--- config.mk ---
export PLATFORM = sky130hd
export DESIGN_NAME = ctl3w_port
export DESIGN_NICKNAME = d
export VERILOG_FILES = /design/src/rtl/ctl3w_pkg.sv /design/src/rtl/ctl3w_sync.sv /design/src/rtl/ctl3w_shift.sv /design/src/rtl/ctl3w_sel.sv /design/src/rtl/ctl3w_port.sv
export SDC_FILE = /design/constraint.sdc
export NUM_CORES = 1
export LEC_CHECK = 0
export BUFFER_PORTS_ARGS = -buffer_cell sky130_fd_sc_hd__buf_2
export CAP_MARGIN = 20
export CORE_MARGIN = 4
export CORE_UTILIZATION = 41
export DETAILED_ROUTE_END_ITERATION = 12
export GPL_TIMING_DRIVEN = 1
export MAX_ROUTING_LAYER = met4
export PLACE_DENSITY = 0.6
export SETUP_SLACK_MARGIN = 0.15
export SLEW_MARGIN = 20
export SYNTH_ARGS = -nofsm -noshare
export SYNTH_HDL_FRONTEND = slang
export SYNTH_SLANG_ARGS = --single-unit
--- constraint.sdc ---
create_clock -name clk -period 3.1 [get_ports clk]
set_input_delay 0.155 -clock clk [delete_from_list [all_inputs] [get_ports clk]]
set_output_delay 0.155 -clock clk [all_outputs]
set_load 0.01 [all_outputs]
--- src/rtl/ctl3w_pkg.sv ---
package ctl3w_pkg;
  localparam int BYTE_W = 8;
  localparam int CODE_W = 6;
  localparam int TYPE_W = 2;

  typedef logic [TYPE_W-1:0] xfer_t;
  typedef logic [BYTE_W-1:0] byte_t;

  // device code sits above the transfer type in an address byte
  function automatic logic code_hit(input byte_t b, input logic [CODE_W-1:0] code);
    return b[BYTE_W-1:TYPE_W] == code;
  endfunction

  function automatic xfer_t type_of(input byte_t b);
    return b[TYPE_W-1:0];
  endfunction

  function automatic byte_t shift_in(input byte_t b, input logic bit_i);
    return {b[BYTE_W-2:0], bit_i};
  endfunction
endpackage

--- src/rtl/ctl3w_sync.sv ---
module ctl3w_sync #(
  parameter int LINES  = 3,
  parameter int STAGES = 2
) (
  input  logic             clk,
  input  logic             rst_n,
  input  logic [LINES-1:0] d,
  output logic [LINES-1:0] q
);
  for (genvar i = 0; i < LINES; i++) begin : g_line
    logic [STAGES-1:0] chain;
    always_ff @(posedge clk or negedge rst_n) begin
      if (!rst_n) chain <= '0;
      else        chain <= {chain[STAGES-2:0], d[i]};
    end
    assign q[i] = chain[STAGES-1];
  end
endmodule

--- src/rtl/ctl3w_shift.sv ---
module ctl3w_shift
  import ctl3w_pkg::*;
(
  input  logic  clk,
  input  logic  rst_n,
  input  logic  bit_rise,
  input  logic  phase_edge,
  input  logic  din,
  output logic  byte_done,
  output byte_t byte_val
);
  localparam int CNT_W = $clog2(BYTE_W);
  localparam logic [CNT_W-1:0] LAST = CNT_W'(BYTE_W - 1);

  logic [CNT_W-1:0] cnt;
  byte_t            sreg;

  assign byte_val  = shift_in(sreg, din);
  assign byte_done = bit_rise && !phase_edge && (cnt == LAST);

  always_ff @(posedge clk or negedge rst_n) begin
    if (!rst_n) begin
      cnt  <= '0;
      sreg <= '0;
    end else if (phase_edge) begin
      cnt  <= '0;
    end else if (bit_rise) begin
      cnt  <= (cnt == LAST) ? '0 : cnt + 1'b1;
      sreg <= byte_val;
    end
  end
endmodule

--- src/rtl/ctl3w_sel.sv ---
module ctl3w_sel
  import ctl3w_pkg::*;
#(
  parameter logic [CODE_W-1:0] DEV_CODE = 6'b000101,
  parameter xfer_t             RD_TYPE  = 2'b01
) (
  input  logic  clk,
  input  logic  rst_n,
  input  logic  phase_data,
  input  logic  phase_rise,
  input  logic  bit_rise,
  input  logic  byte_done,
  input  byte_t byte_val,
  input  byte_t rd_value,
  output logic  selected,
  output logic  wr_stb,
  output xfer_t wr_grp,
  output byte_t wr_data,
  output logic  rd_taken,
  output logic  sdat_o,
  output logic  sdat_oe
);
  xfer_t cur_type;
  byte_t rd_sh;
  logic  rd_mode;

  assign rd_mode = selected && (cur_type == RD_TYPE);
  assign sdat_oe = rd_mode && phase_data;
  assign sdat_o  = sdat_oe && rd_sh[BYTE_W-1];

  always_ff @(posedge clk or negedge rst_n) begin
    if (!rst_n) begin
      selected <= 1'b0;
      cur_type <= '0;
      wr_stb   <= 1'b0;
      wr_grp   <= '0;
      wr_data  <= '0;
      rd_taken <= 1'b0;
      rd_sh    <= '0;
    end else begin
      wr_stb   <= 1'b0;
      rd_taken <= 1'b0;
      if (phase_rise && rd_mode)
        rd_sh <= rd_value;
      else if (bit_rise && sdat_oe)
        rd_sh <= {rd_sh[BYTE_W-2:0], 1'b0};
      if (byte_done) begin
        if (!phase_data) begin
          selected <= code_hit(byte_val, DEV_CODE);
          cur_type <= type_of(byte_val);
        end else if (rd_mode) begin
          rd_taken <= 1'b1;
          rd_sh    <= rd_value;
        end else if (selected) begin
          wr_stb  <= 1'b1;
          wr_data <= byte_val;
          wr_grp  <= cur_type;
        end
      end
    end
  end
endmodule

--- src/rtl/ctl3w_port.sv ---
module ctl3w_port
  import ctl3w_pkg::*;
#(
  parameter logic [CODE_W-1:0] DEV_CODE    = 6'b000101,
  parameter xfer_t             RD_TYPE     = 2'b01,
  parameter int                SYNC_STAGES = 2
) (
  input  logic       clk,
  input  logic       rst_n,
  input  logic       phase_i,
  input  logic       sclk_i,
  input  logic       sdat_i,
  input  logic [7:0] rd_value,
  output logic       sdat_o,
  output logic       sdat_oe,
  output logic       wr_stb,
  output logic [1:0] wr_grp,
  output logic [7:0] wr_data,
  output logic       rd_taken
);
  localparam int LINES = 3;

  logic [LINES-1:0] lvl;
  logic phase_data, sclk_s, sdat_s;
  logic phase_prev, sclk_prev;
  logic bit_rise, phase_edge, phase_rise;
  logic byte_done, selected;
  byte_t byte_val;

  ctl3w_sync #(.LINES(LINES), .STAGES(SYNC_STAGES)) u_sync (
    .clk(clk), .rst_n(rst_n),
    .d({sdat_i, sclk_i, phase_i}), .q(lvl)
  );

  assign phase_data = lvl[0];
  assign sclk_s     = lvl[1];
  assign sdat_s     = lvl[2];

  always_ff @(posedge clk or negedge rst_n) begin
    if (!rst_n) begin
      phase_prev <= 1'b0;
      sclk_prev  <= 1'b0;
    end else begin
      phase_prev <= phase_data;
      sclk_prev  <= sclk_s;
    end
  end

  assign bit_rise   = sclk_s && !sclk_prev;
  assign phase_edge = phase_data ^ phase_prev;
  assign phase_rise = phase_data && !phase_prev;

  ctl3w_shift u_shift (
    .clk(clk), .rst_n(rst_n),
    .bit_rise(bit_rise), .phase_edge(phase_edge), .din(sdat_s),
    .byte_done(byte_done), .byte_val(byte_val)
  );

  ctl3w_sel #(.DEV_CODE(DEV_CODE), .RD_TYPE(RD_TYPE)) u_sel (
    .clk(clk), .rst_n(rst_n),
    .phase_data(phase_data), .phase_rise(phase_rise), .bit_rise(bit_rise),
    .byte_done(byte_done), .byte_val(byte_val), .rd_value(rd_value),
    .selected(selected), .wr_stb(wr_stb), .wr_grp(wr_grp), .wr_data(wr_data),
    .rd_taken(rd_taken), .sdat_o(sdat_o), .sdat_oe(sdat_oe)
  );
endmodule

==> results.txt, run 1 <==
Worst vdd ir: 0.314 mV
Clk buf depth: 2
Period utilization: 62.4%
CTS Root Cell: clkbuf_8
DIE WIDTH: 71.7 um
Mux cell area share after synthesis: 15.0%
Drt total wl: 2710 um
Total chip power: 1.13 mW
Simple-gate share of the synthesized area: 12.1%
Post-Synthesis Cells: 121
Max Clock Skew: 0.00137 ns
Logic pwr share: 6.9%
Post-CTS Repair Setup Buffers: 0
Startpoint Class: flop
Setup Total Neg Slack: 0 ns
DR vias: 1,030
Total GRT Usage: 12.2%
Largest net degree at the start of global routing: 42
Initial antenna violation count: 0
Chip height: 71.7 um
Leakage: 0.960 nW
Fmax: 0.517 GHz
YS warnings: 0
Worst-Skew Late Latency: 0.29 ns
Switching power total: 0.246 mW
First-pass GRT wire length: 4750 um
Slew @ Worst Pin: 0.870 ns
DRT antenna net count: 0
Switch share: 21.7%
Finished Cell Area: 1990 sq um
Max_cap viols: 0
Failing checks: hold timing
Status: complete, but fails checks
Adder-cell share of the synthesized area: 2.26%
Max Fanout on Critical Path: 9
Critical path origin: u_sync.g_line[0].chain[1]$_DFF_PN0_
Remaining DRCs: 0
Sequential area share after synthesis: 61.7%
TritonCTS clock tree: yes
Crit path time final: 1.93 ns
Core outline area: 3800 sq um
Xor/xnor share of the synthesized area: 0%
FF/Latch Area: 1030 sq um
Leading cell type in the layout, fill and taps excluded: dfrtp_1
Hold Slack: -0.0237 ns
Num CTS Buffers: 5
Ports: 27
GP Congestion: 0.778
Pins Over Slew Limit: 0
Final nets: 172
Area after DPL: 1840 sq um
Final Hold Viols: 41
Mapped Area: 1660 sq um
Largest family of logic cells by synthesized area: multiplexers
Fillers: 349
Setup crit end kind: flop
Compound-Gate Fraction of Synth Area: 7.59%
Final setup vio count: 0
Flop pwr share: 54.5%
Clock power frac: 38.5%
Commonest cells after routing, fill and taps aside: dfrtp_1 (41), buf_2 (26), mux2_2 (16)
PwrDens: 569 nW/um^2
Setup CP Type: flop to flop
Required time of the critical path: 3.28 ns
Reg2reg start: u_sync.g_line[0].chain[1]$_DFF_PN0_
DPL Wire Length: 1950 um
Vias per cell: 5.02
WP data arrival: 2.11 ns
Core Rows: 22
WL/cell: 13.2 um
Die ar.: 5140 sq um
RSZ-0062 raised after global routing: no
Worst-path clk slew: 0.07 ns
CTS H-Tree Depth: 2
Multi-input logic area: 616 sq um
Mapped Avg Cell Area: 13.8 sq um
Cell Int Power: 0.889 mW
Area grow syn2layout: 19.8%
Port bufs: 26
Clk sink count: 41
Congestion Overflow GR: 0
Drt pass-1 iters: 4
Vias in the first global route: 1,096
Layout cells sized above 1: 36.3%
DRT iter0 DRCs: 30
Hold WC Path Type: primary input to asynchronous set/reset pin
Rel. slew slack: 42.0%
Synth cell types: 26
Final Core Density: 52.5%
Synth Register Bits: 41
N_diodes: 0
Initial Util: 43.8%
Post-synthesis net count: 137
[Yosys cell counts (all sizes together)]
master,instances,area (sq um)
dfrtp,41,1030
nand2b,1,6.26
o22a,1,8.76
a21oi,2,21.3
nor2b,1,6.26
mux2,16,180
o21ai,14,81.3
nor2,4,31.3
and2b,1,8.76
and4,1,11.3
and2,1,6.26
inv,3,11.3
a21boi,2,15.0
mux2i,7,70.1
nor4b,1,8.76
ha,3,37.5
nand4b,4,50.1
nor3,1,5.00
nand2,16,67.6
buf,1,11.3
[through the flow]
| step | hold WS, ns | instances | setup WS (ns) |
|---|---|---|---|
| after global routing | 0.0615 | 205 | 1.05 |
| after global placement | 0.263 | 194 | 1.21 |
| after floorplan | -0.141 | 121 | 1.33 |
| final | -0.0237 | 205 | 1.17 |
| after CTS | 0.0118 | 205 | 1.15 |
| after detailed placement | 0.266 | 194 | 1.16 |
[metal layers]
layer  wire (um)  track usage (%)  vias to the layer above  share of wire [%]
li1            -                -                      497                  -
met1        1250             13.8                      505                 46
met2        1270             19.8                       22                 47
met3         151             5.05                        6                5.6
met4          39             3.76                        0                1.4
met5           0                -                        -                  0
[worst paths after layout]
kind	end	slack, ns	cells past startpoint
worst max-delay path	u_sel.wr_data[1]$_DFFE_PN0P_	1.17	5
worst min-delay path	u_shift.cnt[1]$_DFFE_PN0P_	-0.02	1
worst max register to register	u_sel.wr_data[1]$_DFFE_PN0P_	1.17	5
worst min register to register	u_sync.g_line[2].chain[1]$_DFF_PN0_	0.36	0
max in group asynchronous	u_sel.wr_data[7]$_DFFE_PN0P_	2.58	1
min in group clk	u_sel.rd_sh[0]$_DFF_PN0_	0.07	3
[power by group through the flow]
stage | sequential (mW) | clock, mW | combinational (mW)
3_5_place_dp | 0.630 | 0 | 0.0778
3_3_place_gp | 0.629 | 0 | 0.0748
4_1_cts | 0.619 | 0.453 | 0.0809
6_report | 0.619 | 0.437 | 0.0786
5_1_grt | 0.627 | 0.477 | 0.0880
2_1_floorplan | 0.616 | 0 | 0.0538
[registers in the layout (all words and copies together), names as in the netlist, 2 cells and up]
| register | cells |
|---|---|
| u_sel.wr_grp | 2 |
| u_sel.rd_sh | 8 |
| u_shift.sreg | 7 |
| u_sel.wr_data | 8 |
| u_sel.cur_type | 2 |
| u_shift.cnt | 3 |
| u_sync.g_line.chain | 6 |
[repair_timing]
action / 4_1_cts / 5_1_grt
resized for setup: 0 / 0
hold buffers: 3 / 0
endpoints found under the hold margin: 3 / 0
[final cells by class]
cell class	instances	share of cell area, %
Clock buffer	6	4.14
Clock inverter	2	1.88
Inverter	3	0.565
Multi-Input combinational cell	76	30.9
Timing Repair Buffer	29	8.04
Tap cell	48	3.01
Sequential cell	41	51.5
[critical path, cell delays in order, from the launching register on]
cell and delay [ns]:
dfrtp_1 0.46, ha_1 0.39, and4_4 0.25, nand2_4 0.07, a21oi_4 0.28, mux2_2 0.37
[logic make-up (layout without fill, tap and decap cells)]
kind of cell               after synthesis  after routing
and+or+nand+nor                         31             31
muxes                                   23             23
adders and majority gates                3              3
buffers and inverters                    4             40
DFF                                     41             41
AOI/OAI and AO/OA                       19             19
Power figures use the tool's default switching activity.
==> run 2: changes to the inputs <==
--- a/config.mk
+++ b/config.mk
@@ -12,7 +12,7 @@
 export DETAILED_ROUTE_END_ITERATION = 12
 export GPL_TIMING_DRIVEN = 1
 export MAX_ROUTING_LAYER = met4
-export PLACE_DENSITY = 0.6
+export PLACE_DENSITY = 0.62
 export SETUP_SLACK_MARGIN = 0.15
 export SLEW_MARGIN = 20
 export SYNTH_ARGS = -nofsm -noshare
==> constraint.sdc (replaced) <==
create_clock -name clk -period 1.7 [get_ports clk]
set_input_delay 0.085 -clock clk [delete_from_list [all_inputs] [get_ports clk]]
set_output_delay 0.085 -clock clk [all_outputs]
set_load 0.01 [all_outputs]
==> run 2 against run 1 <==
Against the previous run:
- the run ends with setup timing left
- utilization increased by 7.9 points
- die area unchanged
- wire length increased by 17%
- final cell count increased by 8.3%
- combinational power increased by 120%
- global-route usage increased by 1.7 points
- non-clock buffer count increased by 17
- total power increased by 68%
- via count increased by 6.5%
- sequential power increased by 83%
- worst hold slack improved by 0.039 ns
- cell area increased by 15%
- largest cell class unchanged
- largest power group unchanged
==> results.txt, run 2 (synthesis gave the netlist of run 1 again) <==
Crit path depth: 6
Total chip power: 1.91 mW
Biggest regs: u_sel.rd_sh (8), u_sel.wr_data (8), u_shift.sreg (7)
Cells on worst reg2reg path: 6
Port bufs: 26
Ports: 27
Max_cap viols: 0
Worst vdd ir: 0.694 mV
Core outline area: 3800 sq um
Reg2reg start: u_sync.g_line[0].chain[1]$_DFF_PN0_
Final nets: 189
Failing checks: setup timing
DR vias: 1,097
Chip height: 71.7 um
Leading cell type in the layout, fill and taps excluded: dfrtp_1
Vias per cell: 4.94
Hold WC Path Type: primary input to flop
Critical path origin: u_sync.g_line[0].chain[1]$_DFF_PN0_
Startpoint Class: flop
Vias in the first global route: 1,186
Worst-Skew Late Latency: 0.29 ns
Clock power frac: 31.6%
Crit path time final: 1.71 ns
CTS H-Tree Depth: 2
Commonest cells after routing, fill and taps aside: dfrtp_1 (39), buf_2 (26), mux2_2 (11), buf_4 (11), nand2_4 (9)
Worst reg-to-reg setup slack: -0.01 ns
Clk sink count: 41
DRT iter0 DRCs: 28
Drt total wl: 3190 um
CTS Root Cell: clkbuf_8
Multi-input logic area: 772 sq um
WL/cell: 14.4 um
Setup slack after layout: -0.0139 ns
WP data arrival: 1.89 ns
Initial antenna violation count: 0
Initial Util: 43.8%
Drt pass-1 iters: 2
Final Hold Viols: 0
FF/Latch Area: 1030 sq um
Largest net degree at the start of global routing: 35
Leakage: 1.11 nW
Flop pwr share: 59.3%
Rel. slew slack: 52.1%
Worst-path clk slew: 0.07 ns
Fillers: 304
PwrDens: 832 nW/um^2
Setup CP Type: flop to flop
Worst path cell trace: ha_4 -> and4_4 -> nand2_4 -> a21oi_4 -> buf_12 -> mux2_2
Num CTS Buffers: 5
Pins Over Slew Limit: 0
Slew @ Worst Pin: 0.719 ns
Reg2reg end: u_sel.wr_data[2]$_DFFE_PN0P_
Max Fanout on Critical Path: 9
GP Congestion: 0.764
Switching power total: 0.462 mW
N_diodes: 0
Total GRT Usage: 13.9%
Fmax: 0.583 GHz
CP peak stage delay: 0.43 ns
Delay-heaviest family, CP: flip-flops
Setup Total Neg Slack: -0.0527 ns
Status: complete, but fails checks
RSZ-0062 raised after global routing: yes
DIE WIDTH: 71.7 um
Worst path buffer plus inverter count: 1
Setup crit end: u_sel.wr_data[2]$_DFFE_PN0P_
Worst path slowest cell: dfrtp_2
Area grow syn2layout: 37.8%
DPL Wire Length: 2110 um
Core Rows: 22
Required time of the critical path: 1.88 ns
TritonCTS clock tree: yes
Max Clock Skew: 0.00569 ns
Logic pwr share: 9.1%
Hold Slack: 0.0150 ns
DRT antenna net count: 0
Period utilization: 101%
Switch share: 24.2%
Setup crit end kind: flop
Remaining DRCs: 0
Die ar.: 5140 sq um
Clk buf depth: 2
Final setup vio count: 4
Layout cells sized above 1: 54.6%
Cell Int Power: 1.45 mW
First-pass GRT wire length: 5390 um
Congestion Overflow GR: 0
Pre-CTS WS: -0.0851 ns
-- run 2: changes by cell type in the layout (fill, tap and decap cells not counted), sizes merged --
cell	before	now
clkinvlp	1	0
buf	26	40
clkbuf	6	7
bufinv	1	0
dlygate4sd3	3	5
clkinv	0	2
-- run 2: what timing repair did --
action | 4_1_cts | 5_1_grt
buffers inserted | 4 | 1
pin swaps | 10 | 12
cloned | 1 | 0
hold endpoints to repair | 37 | 0
hold buffers | 5 | 0
setup endpoints to repair | 24 | 28
gates resized for setup | 19 | 30
-- run 2: power groups by stage --
stage / registers [mW] / logic, mW / clock network [mW]
global placement: 1.14 / 0.153 / 0
finish: 1.13 / 0.175 / 0.602
floorplan: 1.12 / 0.101 / 0
global route: 1.15 / 0.193 / 0.660
CTS: 1.13 / 0.171 / 0.622
detailed placement: 1.15 / 0.160 / 0
-- run 2: worst reg2reg max path: stages (launching register included) --
cell and delay, ns:
dfrtp_2 0.43, ha_4 0.28, and4_4 0.23, nand2_4 0.06, a21oi_4 0.13, buf_12 0.15
mux2_2 0.33
-- run 2: worst min-delay path by stage --
stage | from | to | slack [ns] | depth (start not counted)
after floorplan | rst_n | phase_prev$_DFF_PN0_ | -0.21 | 0
after global placement | rst_n | sclk_prev$_DFF_PN0_ | 0.17 | 1
after detailed placement | rst_n | u_shift.cnt[2]$_DFFE_PN0P_ | 0.19 | 1
after CTS | rd_value[6] | u_sel.rd_sh[6]$_DFF_PN0_ | 0.003 | 3
after global routing | rd_value[7] | u_sel.rd_sh[7]$_DFF_PN0_ | 0.01 | 3
final | rd_value[7] | u_sel.rd_sh[7]$_DFF_PN0_ | 0.01 | 3
-- run 2: final cells by class --
type | count | area share [%]
Multi-Input combinational cell | 76 | 33.7
Inverter | 3 | 0.491
Timing Repair Buffer | 46 | 14.8
Tap cell | 48 | 2.62
Clock buffer | 6 | 3.16
Sequential cell | 41 | 44.8
Clock inverter | 2 | 0.436
-- run 2: metal layers --
layer  vias up  share of wire [%]  track usage (%)  wire, um
li1        535                  -                -         -
met1       531                 43             16.3      1360
met2        24                 51             23.1      1630
met3         7                5.6             4.49       177
met4         0               0.78             3.76        25
met5         -                  0                -         0
-- run 2: stage by stage --
stage	cells	utilization (%)	cell area [sq um]
2_1_floorplan	121	-	1680
3_3_place_gp	203	51.0	1940
3_5_place_dp	203	51.0	1940
4_1_cts	221	57.6	2190
5_1_grt	222	60.4	2290
6_report	222	60.4	2290
